==> src/rtl/srl_pkg.sv <==
package srl_pkg;
  parameter int unsigned RES_W_DEF  = 10;
  parameter int unsigned BYTE_W_DEF = 8;

  typedef enum logic [1:0] {
    SEL_NONE = 2'd0,
    SEL_LO   = 2'd1,
    SEL_HI   = 2'd2
  } rd_sel_e;
endpackage

==> src/rtl/srl_rd_decode.sv <==
module srl_rd_decode
  import srl_pkg::*;
(
  input  logic    rd_lo,
  input  logic    rd_hi,
  output rd_sel_e sel
);
  // Low-byte read dominates when both strobes are present
  always_comb begin
    if (rd_lo)      sel = SEL_LO;
    else if (rd_hi) sel = SEL_HI;
    else            sel = SEL_NONE;
  end
endmodule

==> src/rtl/srl_lock_ctrl.sv <==
module srl_lock_ctrl
  import srl_pkg::*;
(
  input  logic    clk,
  input  logic    rst,
  input  rd_sel_e sel,
  input  logic    res_valid,
  output logic    lock,
  output logic    wr_en
);
  logic lock_q, lock_nxt;

  always_comb begin
    case (sel)
      SEL_LO:  lock_nxt = 1'b1;
      SEL_HI:  lock_nxt = 1'b0;
      default: lock_nxt = lock_q;
    endcase
  end

  // High read releases first, so a colliding completion is stored.
  // Low read locks first, so a colliding completion is dropped.
  assign wr_en = res_valid && (sel != SEL_LO) && (!lock_q || sel == SEL_HI);

  always_ff @(posedge clk) begin
    if (rst) lock_q <= 1'b0;
    else     lock_q <= lock_nxt;
  end

  assign lock = lock_q;

  assert_lo_sets_lock_R2: assert property (@(posedge clk) disable iff (rst)
    sel == SEL_LO |=> lock_q);
  assert_hi_clears_lock_R4: assert property (@(posedge clk) disable iff (rst)
    sel == SEL_HI |=> !lock_q);
  assert_hi_unlocked_stays_R7: assert property (@(posedge clk) disable iff (rst)
    (sel == SEL_HI && !lock_q) |=> !lock_q);
  assert_idle_holds_lock_R3: assert property (@(posedge clk) disable iff (rst)
    sel == SEL_NONE |=> $stable(lock_q));
endmodule

==> src/rtl/srl_result_reg.sv <==
module srl_result_reg #(
  parameter int unsigned RES_W = 10
) (
  input  logic             clk,
  input  logic             rst,
  input  logic             wr_en,
  input  logic [RES_W-1:0] wr_data,
  output logic [RES_W-1:0] q
);
  always_ff @(posedge clk) begin
    if (rst)        q <= '0;
    else if (wr_en) q <= wr_data;
  end

  assert_idle_holds_R3: assert property (@(posedge clk) disable iff (rst)
    !wr_en |=> $stable(q));
endmodule

==> src/rtl/srl_read_mux.sv <==
module srl_read_mux
  import srl_pkg::*;
#(
  parameter int unsigned RES_W  = 10,
  parameter int unsigned BYTE_W = 8
) (
  input  logic              clk,
  input  logic              rst,
  input  rd_sel_e           sel,
  input  logic [RES_W-1:0]  res_q,
  output logic [BYTE_W-1:0] rd_data
);
  localparam int unsigned HI_W  = RES_W - BYTE_W;
  localparam int unsigned PAD_W = BYTE_W - HI_W;

  logic [BYTE_W-1:0] lo_byte, hi_byte;

  assign lo_byte = res_q[BYTE_W-1:0];

  generate
    if (PAD_W > 0) begin : g_pad
      assign hi_byte = {{PAD_W{1'b0}}, res_q[RES_W-1:BYTE_W]};
    end else begin : g_nopad
      assign hi_byte = res_q[RES_W-1:BYTE_W];
    end
  endgenerate

  always_ff @(posedge clk) begin
    if (rst) begin
      rd_data <= '0;
    end else begin
      case (sel)
        SEL_LO:  rd_data <= lo_byte;
        SEL_HI:  rd_data <= hi_byte;
        default: rd_data <= rd_data;
      endcase
    end
  end

  assert_lo_read_R2: assert property (@(posedge clk) disable iff (rst)
    sel == SEL_LO |=> rd_data == $past(res_q[BYTE_W-1:0]));
  assert_hi_upper_zero_R6: assert property (@(posedge clk) disable iff (rst)
    sel == SEL_HI |=> rd_data[BYTE_W-1:HI_W] == '0);
  assert_hold_R12: assert property (@(posedge clk) disable iff (rst)
    sel == SEL_NONE |=> $stable(rd_data));
endmodule

==> src/rtl/srl_irq_flag.sv <==
module srl_irq_flag (
  input  logic clk,
  input  logic rst,
  input  logic set,
  input  logic clr,
  output logic flag
);
  always_ff @(posedge clk) begin
    if (rst)      flag <= 1'b0;
    else if (set) flag <= 1'b1;
    else if (clr) flag <= 1'b0;
  end

  assert_set_raises_R5: assert property (@(posedge clk) disable iff (rst)
    set |=> flag);
  assert_clr_lowers_R10: assert property (@(posedge clk) disable iff (rst)
    (clr && !set) |=> !flag);
endmodule

==> src/rtl/split_result_lock.sv <==
module split_result_lock
  import srl_pkg::*;
#(
  parameter int unsigned RES_W  = RES_W_DEF,
  parameter int unsigned BYTE_W = BYTE_W_DEF
) (
  input  logic              clk,
  input  logic              rst,
  input  logic              res_valid,
  input  logic [RES_W-1:0]  res_data,
  input  logic              rd_lo,
  input  logic              rd_hi,
  input  logic              irq_clr,
  output logic [BYTE_W-1:0] rd_data,
  output logic              irq
);
  rd_sel_e          sel;
  logic             lock, wr_en;
  logic [RES_W-1:0] res_q;

  initial begin
    assert_widths_R6: assert (RES_W > BYTE_W && RES_W <= 2 * BYTE_W)
      else $error("result width must exceed one byte and fit in two");
  end

  srl_rd_decode u_dec (
    .rd_lo (rd_lo),
    .rd_hi (rd_hi),
    .sel   (sel)
  );

  srl_lock_ctrl u_lock (
    .clk       (clk),
    .rst       (rst),
    .sel       (sel),
    .res_valid (res_valid),
    .lock      (lock),
    .wr_en     (wr_en)
  );

  srl_result_reg #(.RES_W(RES_W)) u_store (
    .clk     (clk),
    .rst     (rst),
    .wr_en   (wr_en),
    .wr_data (res_data),
    .q       (res_q)
  );

  srl_read_mux #(.RES_W(RES_W), .BYTE_W(BYTE_W)) u_mux (
    .clk     (clk),
    .rst     (rst),
    .sel     (sel),
    .res_q   (res_q),
    .rd_data (rd_data)
  );

  srl_irq_flag u_irq (
    .clk  (clk),
    .rst  (rst),
    .set  (res_valid),
    .clr  (irq_clr),
    .flag (irq)
  );

  assert_locked_frozen_R3: assert property (@(posedge clk) disable iff (rst)
    (lock && !rd_hi) |=> $stable(res_q));
  assert_hi_collide_store_R8: assert property (@(posedge clk) disable iff (rst)
    (res_valid && rd_hi && !rd_lo) |=> res_q == $past(res_data));
  assert_lo_collide_drop_R9: assert property (@(posedge clk) disable iff (rst)
    (res_valid && rd_lo) |=> $stable(res_q));
  assert_unlocked_store_R4: assert property (@(posedge clk) disable iff (rst)
    (res_valid && !lock && !rd_lo) |=> res_q == $past(res_data));
  assert_both_reads_lock_R11: assert property (@(posedge clk) disable iff (rst)
    (rd_lo && rd_hi) |=> lock);
endmodule

==> config.mk <==
export PLATFORM = sky130hd
export DESIGN_NAME = split_result_lock
export DESIGN_NICKNAME = d
export VERILOG_FILES = /design/src/rtl/srl_pkg.sv /design/src/rtl/srl_rd_decode.sv /design/src/rtl/srl_lock_ctrl.sv /design/src/rtl/srl_result_reg.sv /design/src/rtl/srl_read_mux.sv /design/src/rtl/srl_irq_flag.sv /design/src/rtl/split_result_lock.sv
export SDC_FILE = /design/constraint.sdc
export NUM_CORES = 1
export LEC_CHECK = 0
export BUFFER_PORTS_ARGS = -buffer_cell sky130_fd_sc_hd__buf_2
export CORE_MARGIN = 1
export CORE_UTILIZATION = 30
export DETAILED_ROUTE_END_ITERATION = 8
export GPL_TIMING_DRIVEN = 0
export HOLD_SLACK_MARGIN = 0.03
export SYNTH_ARGS = -nofsm -noshare
export SYNTH_HDL_FRONTEND = slang
export SYNTH_SLANG_ARGS = --single-unit
==> constraint.sdc <==
create_clock -name clk -period 1.1 [get_ports clk]
set_input_delay 0.055 -clock clk [delete_from_list [all_inputs] [get_ports clk]]
set_output_delay 0.055 -clock clk [all_outputs]
set_load 0.02 [all_outputs]
Word-level counts from Yosys, hierarchy flattened
Index checks and enable logic that the tools add are counted.
{ "totals": {"register_bits": 20, "inputBits": 16, "out_inout_bits": 9} }
{ "op_classes": {"n_eq_ne": 3, "mux": 6, "n_reduce_logical": 6} }
{ "ops": {"columns": ["op", "count"], "rows": [
  ["$pmux 8 s2", 1],
  ["$mux 2", 2],
  ["$reduce_bool 2->1", 2],
  ["$eq 2x1->1 const B", 1],
  ["$eq 2x2->1 const B", 1],
  ["$logic_and 1x1->1", 2],
  ["$mux 1", 2],
  ["$ne 2x1->1 const B", 1],
  ["$pmux 1 s2", 1],
  ["$logic_not 1->1", 1],
  ["$logic_or 1x1->1", 1]
]} }

Logic depth before layout (Yosys ltp)
Gate-level depths: netlist (run 1).
{ "depth": {"ltp_word": 5, "mapped_depth": 5} }

Hierarchy
Synthesis (run 1) repeated with hierarchy kept, for this count alone.
{ "unflattened": {"cells_unflattened": 86, "area_unflattened_um2": 847.1} }
{ "modules_own_cells": {"columns": ["mod", "n_inst", "seq_area_each_um2", "area_each_um2", "cells_each"], "rows": [
  ["srl_read_mux", 1, 160.2, 352.8, 38],
  ["srl_result_reg", 1, 200.2, 352.8, 32],
  ["srl_lock_ctrl", 1, 20.0, 81.3, 10],
  ["srl_irq_flag", 1, 20.0, 38.8, 4],
  ["srl_rd_decode", 1, 0.0, 21.3, 2]
]} }

Worst setup path after synthesis (run 1)
No wires, ideal clock.
{ "synth_timing": {"kind": "register -> register", "from": "register u_lock.lock_q (netlist: u_lock.lock)", "to": "register u_store.q[0]", "slack_ns": 0.136, "period_less_slack_ns": 0.964, "arrival_time_ns": 0.892, "path_stages_with_launch": 5, "setup_time_ns": 0.072, "n_path_buf": 1, "path_cell_list": "dfxtp_1 -> nor2b_4 -> nor3b_2 -> buf_6 -> mux2i_1"} }
{ "synth_via": {"elab_chain_cells": 3} }
{ "synth_rtl": {"columns": ["item", "line", "text"], "rows": [
  ["start, declared", "srl_lock_ctrl.sv:11", "logic lock_q, lock_nxt;"],
  ["start signal, assigned", "srl_lock_ctrl.sv:27", "else lock_q <= lock_nxt;"],
  ["$logic_not 1->1", "srl_lock_ctrl.sv:23", "assign wr_en = res_valid && (sel != SEL_LO) && (!lock_q || sel == SEL_HI);"],
  ["$logic_or 1x1->1", "srl_lock_ctrl.sv:23", null],
  ["$logic_and 1x1->1", "srl_lock_ctrl.sv:23", null],
  ["end signal, assigned", "srl_result_reg.sv:12", "else if (wr_en) q <= wr_data;"],
  ["end, declared", "srl_result_reg.sv:8", "output logic [RES_W-1:0] q"]
]} }
No other way between the ends.
A chain may end at the register's enable or synchronous reset.

Worst setup path after layout (run 1)
{ "layout_timing": {"from": "register u_lock.lock_q (netlist: u_lock.lock)", "to": "register u_store.q[9]"} }
The elaborated chain is that of the path after synthesis.

==> key figures, run 1 <==
Setup path
  • Slack of the worst reg-to-reg path: 0.007 ns
  • Reg-to-Reg End: u_store.q[9]$_SDFFE_PP0P_
  • R2R cell count: 4
  • WS Path Type: register to register
  • Crit. End Element: register
  • CP max FO: 10
  • CP required: 1.32 ns
  • Worst flop-to-flop path startpoint: u_lock.lock$_SDFFE_PP0P_
  • WP data arrival: 1.32 ns
  • Startpoint Class: register

STA
  • Final Cycle Share: 0.9937
  • Relative slew slack: 0.6892
  • Max-slew violations: 0
  • Slew @ Worst Pin: 0.4662 ns
  • Final hold viol count: 0
  • Final setup violating endpoints: 0
  • Tmin final: 1.093 ns
  • Worst Clk Skew: 0.004424 ns
  • RSZ-0062 raised after global routing: yes
  • Fmax: 0.9148 GHz
  • WHS: 0.04487 ns

Synthesis
  • Mapped Area: 863.3 um^2
  • Syn_area_per_cell: 9.593 um^2
  • Synth Warn #: 0
  • Post-synthesis cell count: 90
  • Syn_nets: 106
  • Synth cell types: 15
  • Sequential area share after synthesis: 0.4638
  • Synthesized flop and latch total: 20

Floorplanning
  • Die area: 3096 um^2
  • Starting density of the core: 0.3158
  • CORE AREA: 2734 um^2
  • IO Count: 25
  • Site row count: 19
  • DIE WIDTH: 55.65 um
  • Die H: 55.65 um

Placement
  • Detailed Place HPWL: 1.184 mm
  • Placer Congestion: 0.7741
  • Port bufs: 21
  • DP Area: 1007 um^2

Layout
  • ANT cells: 0
  • Final Net Count: 143
  • Final Cell Area: 1140 um^2
  • Share of layout cells above drive strength 1: 0.2400
  • Area added between synthesis and finish: 32.03%

Clock tree
  • Clock Tree Buf Depth: 2
  • Sink Count: 20
  • Clock-pin transition on the worst setup and hold timing paths: 0.10 ns
  • Post-CTS Setup Inserts: 0
  • H-tree levels: 1
  • CTS buffer count: 3
  • Root Driver: clkbuf_4
  • Clock Latency Late Sink: 0.29 ns
  • CTS tree: done

Power
  • PD cells: 1136 nW/um^2
  • Maximum vdd ir drop: 477.5 uV
  • Pleak: 0.4805 nW

Worst hold path
  • Hold WC Path Type: primary input to register
  • Hold_sp: irq_clr
  • Worst Hold Endpoint: u_irq.flag$_SDFFE_PP0P_
  • Hold Path Cell Cnt: 4

Route
  • Via count: 708
  • TritonRoute pass-1 iters: 6
  • Final wirelength: 1.784 mm
  • Number of vias per cell: 4.538
  • DRC: 0
  • Wire length per cell: 11.44 um
  • Final ANT Viol Nets: 0
  • DRT iter0 DRCs: 13

Run
  • Max cap viols: 0

Global route
  • Largest net degree at the start of global routing: 11
  • Number of global-route vias before repair: 695
  • First-pass GRT wire length: 3.077 mm
  • Initial antenna violation count: 0
  • Gr usage total: 0.1290
  • Overflow after GRT: 0

Outcome
  • Status: complete, no violations
[registers in the layout, summed over array words and instances, names as in the netlist]
signal / flops
u_store.q: 10
u_mux.rd_data: 8
u_irq.flag: 1
u_lock.lock: 1
[layout by cell type (no fill, tap or decap), drive strengths merged]
| cell | n |
|---|---|
| nand2b | 20 |
| nand2 | 2 |
| o21ai | 2 |
| clkbuf | 6 |
| nor2 | 9 |
| nor3b | 7 |
| a21oi | 7 |
| dlygate4sd3 | 11 |
| dfxtp | 20 |
| inv | 1 |
| buf | 25 |
| mux2i | 12 |
| nor2b | 3 |
[final cells by class]
type / instances / area [um^2]
Buffer: 7 / 43.79
Sequential cell: 20 / 400.4
Inverter: 1 / 3.754
Fill cell: 288 / 1594
Tap cell: 31 / 38.79
Multi-Input combinational cell: 62 / 415.4
Clock buffer: 3 / 22.52
Timing Repair Buffer: 32 / 215.2
[cells in the mapped netlist]
cell,instances,share of area
nor3b_2,1,0.014
nand2b_1,20,0.14
nand2_1,2,0.0087
clkbuf_1,3,0.013
buf_6,2,0.026
inv_1,1,0.0043
o21ai_0,2,0.012
nor2_1,9,0.039
nor2b_1,2,0.014
nor2b_4,1,0.016
buf_2,2,0.012
nor3b_1,6,0.052
mux2i_1,12,0.14
dfxtp_1,20,0.46
a21oi_1,7,0.041
[through the flow]
stage / std cells / total power [mW] / setup slack, ns / setup TNS, ns / util
4_1_cts: 156 / 1.307 / 0.001431 / 0 / 0.4169
5_1_grt: 156 / 1.375 / -0.04706 / -0.1798 / 0.4169
2_1_floorplan: 90 / 0.8955 / 0.1363 / 0 / -
3_5_place_dp: 142 / 0.9486 / 0.05336 / 0 / 0.3684
6_report: 156 / 1.294 / 0.006909 / 0 / 0.4169
3_3_place_gp: 142 / 0.9448 / 0.08468 / 0 / 0.3684
[power by group]
part	switching, mW	internal [mW]	total (mW)
sequential	0.0146	0.754	0.769
combinational	0.0869	0.105	0.192
clock	0.206	0.127	0.333
[layer usage]
metal,up-vias,share of wire,global-route usage
met2,15,0.51,0.2203
met1,327,0.46,0.1520
li1,364,-,-
met5,-,0,0
met3,2,0.028,0.02093
met4,0,0.0011,0.07500
[worst max-delay path, stage by stage (launching register included)]
cell and delay, ns:
dfxtp_1 0.32, nor2b_4 0.12, nor3b_2 0.17, buf_6 0.20, mux2i_1 0.22
[cells by family after synthesis]
logic type	count (synthesis)	synth area share
DFF	20	0.4638
muxes	12	0.1391
buffers and inverters	8	0.05507
and+or+nand+nor	41	0.2898
AOI/OAI and AO/OA	9	0.05217
[worst max path at each step]
stage,cells after the start,slack [ns],start,to
6_report,4,0.007,u_lock.lock$_SDFFE_PP0P_,u_store.q[9]$_SDFFE_PP0P_
5_1_grt,4,-0.05,u_lock.lock$_SDFFE_PP0P_,u_store.q[8]$_SDFFE_PP0P_
4_1_cts,4,0.001,u_lock.lock$_SDFFE_PP0P_,u_store.q[9]$_SDFFE_PP0P_
3_5_place_dp,4,0.05,u_lock.lock$_SDFFE_PP0P_,u_store.q[9]$_SDFFE_PP0P_
3_3_place_gp,4,0.08,u_lock.lock$_SDFFE_PP0P_,u_store.q[7]$_SDFFE_PP0P_
2_1_floorplan,4,0.14,u_lock.lock$_SDFFE_PP0P_,u_store.q[0]$_SDFFE_PP0P_
[what timing repair did]
action / CTS / global route
hold buffers: 11 / 0
endpoints found under the hold margin: 11 / 0
endpoints found under the setup margin: 0 / 6
gates resized for setup: 0 / 0
Note: power is estimated with default switching activity, not from simulation.
==> inputs of run 2 (changes only) <==
--- a/config.mk
+++ b/config.mk
@@ -5,6 +5,7 @@
 export SDC_FILE = /design/constraint.sdc
 export NUM_CORES = 1
 export LEC_CHECK = 0
+export ABC_AREA = 1
 export BUFFER_PORTS_ARGS = -buffer_cell sky130_fd_sc_hd__buf_2
 export CORE_MARGIN = 1
 export CORE_UTILIZATION = 30
==> run 2 against run 1 <==
Effect of this change: fmax increased by 8.1%; via count increased by 12%; clock power rose by 4%; wire length decreased by 3.3%; utilization fell by 1.1 points; flip-flop and latch count unchanged; die area is 3.8% lower; global-route usage is 0.89 points higher; combinational power grew 3%; critical path depth rose by 3; worst setup slack improved by 0.082 ns; largest cell class is now flip-flops and latches; largest power group unchanged; highest routed layer unchanged.
==> key figures, run 2 <==
Outcome
  • Status: complete, no violations

Setup path
  • Crit-path cells: dlygate4sd3_1, buf_2, inv_1, nor2_1, clkbuf_4, a21oi_1, nor2_1
  • Crit. End Element: register
  • CP required: 1.30 ns
  • WP data arrival: 1.21 ns
  • WS Path Type: primary input to register
  • Critical path startpoint: res_valid
  • Startpoint Class: primary input
  • Crit path max-delay family: buffers and inverters
  • CP bufs+invs: 4
  • CP max stage delay: 0.54 ns
  • Slowest cell on crit path: dlygate4sd3_1
  • Crit-path most repeated cell: nor2_1
  • CP max FO: 10
  • Worst flop-to-flop path startpoint: u_lock.lock$_SDFFE_PP0P_

Synthesis
  • Syn_area_per_cell: 7.030 um^2
  • Share of the synthesized area in the top cell type: 0.4827
  • Post-synthesis cell count: 118
  • Largest area contributor in the netlist: dfxtp_1
  • Count leader, synth: nand2_1
  • Fraction of registers with async set/reset: 0
  • Sequential area share after synthesis: 0.4827
  • Synthesized flop and latch total: 20
  • Most common flop cell mapped by yosys: dfxtp_1
  • Synth cell types: 10
  • Number of flops mapped to enable cells by yosys: 0
  • Synth top cells by count: nand2_1, dfxtp_1, a21oi_1, inv_1, nand3_1
  • Ranking of synthesized cells by area: dfxtp_1, nand2_1, a21oi_1
  • Syn_nets: 134
  • Synth Warn #: 0
  • Mapped Area: 829.5 um^2

Placement
  • Detailed Place HPWL: 1.259 mm
  • Placer Congestion: 0.7924
  • DP Area: 982.2 um^2
  • Port bufs: 23
  • Pre-CTS WS: 0.2099 ns

Global route
  • First-pass GRT wire length: 2.918 mm
  • Overflow after GRT: 0
  • Met2 Use GR: 0.2249
  • Grt peak-use layer: met2
  • Number of global-route vias before repair: 718
  • Largest net degree at the start of global routing: 11
  • Initial antenna violation count: 0
  • M1 GR Usage: 0.1636
  • Gr usage total: 0.1379
  • Met3 usage: 0.02222

STA
  • Final Cycle Share: 0.9192
  • Final worst slack: 0.08890 ns
  • Max-slew violations: 0
  • Final hold viol count: 0
  • Worst Clk Skew: 0.003253 ns
  • Fmax: 0.9890 GHz
  • Setup TNS: 0 ns
  • RSZ-0062 raised after global routing: no
  • Relative slew slack: 0.8629
  • Final setup violating endpoints: 0
  • Slew @ Worst Pin: 0.2057 ns
  • Tmin final: 1.011 ns

Floorplanning
  • DIE WIDTH: 54.59 um
  • IO Count: 25
  • Die area: 2980 um^2
  • Starting density of the core: 0.3260
  • Die H: 54.59 um
  • Site row count: 18
  • CORE AREA: 2545 um^2

Layout
  • Multi-input logic area: 329.1 um^2
  • Most frequent cells in the layout: nand2_1, buf_2, dfxtp_1, a21oi_1, inv_1
  • ANT cells: 0
  • Max reg flops: 10
  • Final Net Count: 164
  • Filler cells: 293
  • Most common cell after layout, fill and taps aside: nand2_1
  • Final Cell Area: 1033 um^2
  • Area added between synthesis and finish: 24.59%
  • Sequential cell area: 400.4 um^2
  • Final Core Density: 0.4061
  • Share of layout cells above drive strength 1: 0.2466
  • Biggest regs: u_store.q (10), u_mux.rd_data (8)
  • Biggest register: u_store.q

Worst hold path
  • Hold_sp: rst
  • Hold WC Path Type: primary input to register

Power
  • Combinational power share: 0.149
  • PD cells: 1282 nW/um^2
  • Pleak: 0.5370 nW
  • Power share of the clock group: 0.261
  • Pint: 974.8 uW
  • Seq pwr share: 0.590
  • Final Power: 1.325 mW
  • Psw: 350.2 uW
  • Switching fraction of total power: 0.2643
  • Maximum vdd ir drop: 516.5 uV

Route
  • DRT iter0 DRCs: 15
  • Via count: 796
  • Number of vias per cell: 4.523
  • Final wirelength: 1.726 mm
  • Final ANT Viol Nets: 0
  • TritonRoute pass-1 iters: 4
  • Wire length per cell: 9.807 um
  • DRC: 0

Clock tree
  • CTS buffer count: 3
  • CTS tree: done
  • Sink Count: 20
  • Root Driver: clkbuf_4
  • Clock Latency Late Sink: 0.30 ns
  • Clock-pin transition on the worst setup and hold timing paths: 0.11 ns
  • Clock Tree Buf Depth: 2
  • H-tree levels: 1
  • Post-CTS Setup Inserts: 0

Run
  • Max cap viols: 0
-- run 2: cell types whose count changed in the layout (fill, tap and decap cells not counted), moves of 3 or more --
cell,delta
buf_2,+3
dlygate4sd3_1,-9
clkbuf_1,-3
buf_4,+3
nor3b_1,-6
nand2_1,+28
nand2b_1,-20
nand3_1,+14
inv_1,+15
a21oi_1,+10
mux2i_1,-12
-- run 2: per-layer routing --
layer  routed length (um)  vias up
li1                     -      423
met1                  812      352
met2                  821       16
met3                   53        5
met4                   38        0
met5                    0        -
-- run 2: area by class of cell --
type / count / area share
flip-flops and latches: 20 / 0.3874
multi-input cells: 74 / 0.3184
repair buffers: 25 / 0.1308
inverters: 17 / 0.06174
plain buffers: 7 / 0.04358
well taps: 30 / 0.03632
clock buffers: 3 / 0.02179
-- run 2: path summary, 6_finish.rpt --
path / slack, ns / endpoint / depth (start not counted)
min: 0.04 / u_mux.rd_data[2]$_SDFFE_PP0P_ / 2
max reg2reg: 0.18 / u_store.q[8]$_SDFFE_PP0P_ / 4
max: 0.09 / u_store.q[8]$_SDFFE_PP0P_ / 7
min reg2reg: 0.46 / u_mux.rd_data[6]$_SDFFE_PP0P_ / 2
-- run 2: power by group through the flow --
stage	Sequential, mW	Clock (mW)	Combinational, mW
5_1_grt	0.786	0.378	0.223
3_3_place_gp	0.797	0	0.186
6_report	0.782	0.346	0.197
2_1_floorplan	0.810	0	0.113
4_1_cts	0.781	0.354	0.197
3_5_place_dp	0.797	0	0.191
-- run 2: logic make-up after synthesis --
| kind of cell | count (synthesis) | share of synthesized area |
|---|---|---|
| AO/OA/AOI/OAI | 18 | 0.1086 |
| buffers and inverters | 24 | 0.1252 |
| flip-flops | 20 | 0.4826 |
| AND/OR/NAND/NOR | 56 | 0.2836 |
-- run 2: worst reg2reg max path: cells and delay by family, from the launching register on --
kind | cells | cell delay (ns)
and+or+nand+nor | 2 | 0.16
buffers and inverters | 1 | 0.19
AOI/OAI and AO/OA | 1 | 0.16
DFF | 1 | 0.32
-- run 2: stage by stage --
step | hold slack (ns) | cells
global placement | 0.3036 | 171
floorplan | 0.2100 | 118
CTS | 0.04565 | 176
finish | 0.04304 | 176
global route | 0.06310 | 176
detailed placement | 0.3108 | 171
-- run 2: timing repair --
action	CTS	global route
resized for setup	0	4
endpoints found under the hold margin	1	0
setup endpoints to repair	0	10
hold buffers	2	0
